[src/rtl/cfgrd_pkg.sv]
package cfgrd_pkg;

    // Cascade phase of the reader: stream still running, or stream finished
    typedef enum logic {
        CAS_ARMED = 1'b0,
        CAS_SPENT = 1'b1
    } cas_e;

endpackage

[src/rtl/cfgrd_pattern.sv]
// Generates the stored byte for an address from a linear formula
module cfgrd_pattern #(
    parameter int          ADDR_W  = 18,
    parameter int unsigned PAT_MUL = 37,
    parameter int unsigned PAT_ADD = 180
) (
    input  logic [ADDR_W-1:0] addr,
    output logic [7:0]        byte_val
);

    always_comb begin
        byte_val = 8'(32'(addr) * PAT_MUL + PAT_ADD);
    end

endmodule

[src/rtl/cfgrd_por.sv]
// Power-on delay counter that drives the ready flag
module cfgrd_por #(
    parameter int POR_CYCLES = 16
) (
    input  logic clk,
    input  logic rst_n,
    output logic ready
);

    localparam int CNT_W = (POR_CYCLES < 1) ? 1 : $clog2(POR_CYCLES + 1);
    localparam logic [CNT_W-1:0] CNT_END = CNT_W'(POR_CYCLES);

    logic [CNT_W-1:0] cnt_d, cnt_q;

    always_comb begin
        cnt_d = cnt_q;
        if (cnt_q != CNT_END) begin
            cnt_d = cnt_q + 1'b1;
        end
    end

    always_ff @(posedge clk or negedge rst_n) begin
        if (!rst_n) begin
            cnt_q <= '0;
        end else begin
            cnt_q <= cnt_d;
        end
    end

    assign ready = (cnt_q == CNT_END);

endmodule

[src/rtl/cfgrd_reader.sv]
// Read path of a serial configuration memory
module cfgrd_reader
    import cfgrd_pkg::*;
#(
    parameter int          CAP_BYTES       = 262144,
    parameter int          POR_CYCLES      = 16,
    parameter bit          RST_ACTIVE_HIGH = 1'b1,
    parameter int unsigned PAT_MUL         = 37,
    parameter int unsigned PAT_ADD         = 180
) (
    input  logic clk,
    input  logic rst_n,
    input  logic ser_en,
    input  logic ce_n,
    input  logic rst_oe,
    output logic data_out,
    output logic data_oe,
    output logic ceo_n,
    output logic ready
);

    localparam int TOTAL_BITS = CAP_BYTES * 8;
    localparam int POS_W      = $clog2(TOTAL_BITS);
    localparam int ADDR_W     = POS_W - 3;
    localparam logic [POS_W-1:0] LAST_POS = POS_W'(TOTAL_BITS - 1);

    typedef struct packed {
        logic [POS_W-1:0] pos;
        cas_e             cas;
    } rd_st_t;

    rd_st_t st_d, st_q;

    logic             reset_lvl;
    logic             run_mode;
    logic [7:0]       cur_byte;
    logic [POS_W-1:0] pos_q;
    logic             spent_q;

    cfgrd_por #(
        .POR_CYCLES(POR_CYCLES)
    ) u_por (
        .clk  (clk),
        .rst_n(rst_n),
        .ready(ready)
    );

    cfgrd_pattern #(
        .ADDR_W (ADDR_W),
        .PAT_MUL(PAT_MUL),
        .PAT_ADD(PAT_ADD)
    ) u_pat (
        .addr    (st_q.pos[POS_W-1:3]),
        .byte_val(cur_byte)
    );

    assign reset_lvl = (rst_oe == RST_ACTIVE_HIGH);
    assign run_mode  = ready && ser_en;

    always_comb begin
        st_d = st_q;
        if (run_mode) begin
            if (reset_lvl) begin
                st_d.pos = '0;
                st_d.cas = CAS_ARMED;
            end else if (!ce_n && st_q.cas == CAS_ARMED) begin
                if (st_q.pos == LAST_POS) begin
                    st_d.pos = '0;
                    st_d.cas = CAS_SPENT;
                end else begin
                    st_d.pos = st_q.pos + 1'b1;
                end
            end
        end
    end

    always_ff @(posedge clk or negedge rst_n) begin
        if (!rst_n) begin
            st_q <= '{pos: '0, cas: CAS_ARMED};
        end else begin
            st_q <= st_d;
        end
    end

    assign pos_q    = st_q.pos;
    assign spent_q  = (st_q.cas == CAS_SPENT);
    assign data_out = cur_byte[3'(~st_q.pos[2:0])];
    assign data_oe  = run_mode && !ce_n && !reset_lvl;
    assign ceo_n    = !(run_mode && spent_q && !ce_n && !reset_lvl);

endmodule

[config.mk]
export PLATFORM = sky130hd
export DESIGN_NAME = cfgrd_reader
export DESIGN_NICKNAME = d
export VERILOG_FILES = /design/src/rtl/cfgrd_pkg.sv /design/src/rtl/cfgrd_pattern.sv /design/src/rtl/cfgrd_por.sv /design/src/rtl/cfgrd_reader.sv
export SDC_FILE = /design/constraint.sdc
export NUM_CORES = 1
export LEC_CHECK = 0
export CAP_MARGIN = 10
export CORE_AREA = 2 2 79 81
export DETAILED_ROUTE_END_ITERATION = 10
export DIE_AREA = 0 0 81 83
export GPL_ROUTABILITY_DRIVEN = 0
export PLACE_DENSITY = 0.53
export RECOVER_POWER = 50
export REMOVE_ABC_BUFFERS = 1
export SLEW_MARGIN = 40
export SYNTH_ARGS = -nofsm -noshare
export SYNTH_HDL_FRONTEND = slang
export SYNTH_HIERARCHICAL = 1
export SYNTH_SLANG_ARGS = --single-unit
[constraint.sdc]
create_clock -name clk -period 4.29 [get_ports clk]
set_clock_uncertainty 0.15 [all_clocks]
set_input_delay 1.0725 -clock clk [delete_from_list [all_inputs] [get_ports clk]]
set_output_delay 1.0725 -clock clk [all_outputs]
set_load 0.1 [all_outputs]
==> key figures <==
Placement
  – Dpl cell area: 2250 um2
  – Cell count after placement: 303
  – Port Buf Inserts: 8
  – Detailed placement HPWL: 3.19 mm
  – Pre-CTS WS: -0.404 ns

Pwr
  – Comb pwr share: 29.4%
  – NetSw: 0.211 mW
  – Switching Share: 33.8%
  – Total Power: 0.624 mW
  – Pleak: 0.971 nW
  – Sequential share of power: 46.0%
  – VDD IR max: 155 uV
  – Pwr dens: 257 nW/um2
  – Pint: 0.413 mW
  – Clk network pwr share: 24.7%

CTS
  – Cts bufs inserted: 3
  – CTS tree: done
  – Root buf cell: clkbuf_8
  – CTS H-Tree Depth: 1
  – Clk pin slew, worst setup/hold paths: 0.10 ns
  – Clock Path Buffers: 2
  – Hold buffers post-CTS: 0
  – Clk sink count: 27
  – Clk Latency, worst-skew pair: 0.28 ns

Finish
  – Ant. Diodes: 0
  – Area grow syn2layout: 22.7%
  – Layout cells sized above 1: 20.0%
  – Layout Cells excl Fill: 310
  – Design area: 2430 um2
  – Commonest non-fill, non-tap cell in the layout: dfrtp_1
  – NumNets Final: 260
  – Fin util: 41.8%
  – Most frequent cells in the layout: dfrtp_1 (26), nand3_1 (22), inv_1 (19), buf_4 (19), nand2_1 (18)

Drt
  – Drt drc: 0
  – WL/cell: 14.0 um
  – Routed WL: 4.34 mm
  – 1st-iter DRT viols: 68
  – Via density: 5.14
  – Drt first pass iters: 4
  – Detail Route Antenna Nets: 0
  – Routed vias: 1594

STA
  – F_max: 211 MHz
  – Worst setup margin: -0.447 ns
  – TNS Setup: -0.447 ns
  – Final setup fails: 1
  – Max-slew violation count: 0
  – Unrepaired setup endpoints after global routing: yes
  – Slew at the pin closest to its max-slew limit: 1.49 ns
  – Final period util: 110%
  – Fin. Hold Viols: 0
  – Minimum clock period: 4.74 ns
  – Slew headroom: 0.459%
  – WHS: 0.364 ns

Die
  – Die area: 6720 um2
  – I/O pin cnt: 9
  – Die Width: 81 um
  – Core Box Area: 5820 um2
  – Die height: 83 um
  – Row count: 28
  – Starting density of the core: 34.1%

Job
  – Max Cap Viol: 0

Hold path
  – Hold crit path type: flop to flop
  – Hold Crit Start: u_por/cnt_q[4]

Synthesis
  – Cell count after synthesis: 212
  – Netlist cell types: 47
  – Yosys reg bits: 27
  – Proportion of synthesized area in mux cells: 3.60%
  – Post-synthesis xor/xnor area fraction: 5.56%
  – Compound-cell area share of the yosys netlist: 14.2%
  – Leading area contributor after synthesis: dfrtp_1
  – Synth top area share: 34.1%
  – Synth warnings: 6
  – Area of the mapped netlist: 1980 um2
  – Register area share after synthesis: 34.1%
  – Largest family of logic cells by synthesized area: simple AND/OR/NAND/NOR gates
  – Synth top area cells: dfrtp_1 (34%), ha_1 (10%), nand3_1 (5.6%)
  – Avg Inst Size Synth: 9.34 um2
  – Post-Synth Simple-Gate Area: 23.2%
  – Synth Area in Adders: 13.1%

GRT
  – Largest net degree at the start of global routing: 28
  – Number of global-route vias before repair: 1588
  – GRT Residual Overflow: 0
  – Antenna violations before repair: 0
  – First-pass GRT wire length: 7.67 mm
  – Total GRT Usage: 14.3%

Setup path
  – Critical path type: flop to output pin
  – CP Launch Point: pos_q[9]
  – Worst reg2reg path endpoint: pos_q[14]
  – Worst setup endpoint: data_out
  – Worst-path fanout max: 2
  – CP arrival: 3.51 ns
  – CP Launch Type: flop
  – Setup crit end kind: output pin
  – Worst EP required: 3.07 ns
  – Reg2reg start: u_por/cnt_q[0]
  – R2r worst-path depth: 8
  – Reg2Reg Setup Slack: 1.87 ns

Run status
  – Status: finished with violations
  – Failing checks: negative setup slack
-- sequential cells by signal (all words and copies together), names as in the netlist --
name / flops
u_por/cnt_q: 5
pos_q: 21
spent_q: 1
-- timing repair --
| item | CTS | global route |
|---|---|---|
| resized for setup | 5 | 10 |
| setup endpoints to repair | 1 | 1 |
| pin swaps | 5 | 7 |
| setup buffers | 0 | 3 |
-- area by class of cell --
cell class / instances / area, um2
Fill cell: 612 / 3390
Multi-Input combinational cell: 158 / 1290
Timing Repair Buffer: 27 / 246
Tap cell: 75 / 93.8
Sequential cell: 27 / 677
Inverter: 19 / 71.3
Clock inverter: 1 / 7.51
Clock buffer: 3 / 41.3
-- cell usage after synthesis (all sizes together) --
library cell / n
o311ai: 2
mux4: 2
o21ai: 17
o211ai: 1
fa: 3
a22o: 2
o21bai: 1
nor3: 6
xor2: 2
nor4: 3
nand2: 18
clkbuf: 2
a31oi: 4
or4: 2
nor2b: 1
a21o: 1
nand2b: 2
nor3b: 1
xnor3: 1
dfrtp: 27
nor2: 7
o31ai: 2
buf: 6
a2bb2oi: 1
inv: 19
or2b: 1
nand4: 6
or3: 7
o31a: 1
and3: 2
and4bb: 1
a21oi: 10
mux2: 2
nand3: 22
ha: 16
xnor2: 8
o22ai: 2
and3b: 1
-- metal layers --
layer	global-route usage [%]	share of wire, %
met2	23.0	49
met3	2.28	0.97
met4	3.54	0.55
met5	0	0
met1	20.0	50
-- critical path, stage by stage, from the launching register on --
cell and delay (ns):
dfrtp_1 0.43, ha_4 0.25, fa_1 0.48, ha_4 0.30, ha_4 0.20, ha_4 0.22, a21oi_4 0.14, xnor3_1 0.30
mux4_2 0.45, mux2_4 0.29, buf_12 0.17
-- power by group through the flow --
stage	clock network [mW]	registers, mW	logic, mW
6_report	0.154	0.287	0.183
3_5_place_dp	0	0.292	0.168
4_1_cts	0.159	0.287	0.175
2_1_floorplan	0	0.290	0.0994
5_1_grt	0.167	0.290	0.200
3_3_place_gp	0	0.291	0.167
-- logic make-up (layout without fill, tap and decap cells) --
kind of cell / Yosys count / count (layout)
muxes: 4 / 4
AOI/OAI and AO/OA: 44 / 44
DFF: 27 / 27
buffers and inverters: 27 / 50
and+or+nand+nor: 80 / 80
xor gates and xnor gates: 11 / 11
adders and majority gates: 19 / 19
-- worst min-delay path by stage --
stage                                 to  slack (ns)  depth (start not counted)
after floorplan           u_por/cnt_q[4]        0.31                          1
after global placement    u_por/cnt_q[4]        0.34                          1
after detailed placement  u_por/cnt_q[4]        0.34                          1
after CTS                 u_por/cnt_q[4]        0.36                          1
after global routing      u_por/cnt_q[4]        0.39                          1
final                     u_por/cnt_q[4]        0.36                          1
No activity file was read; power rests on OpenSTA's default activity.
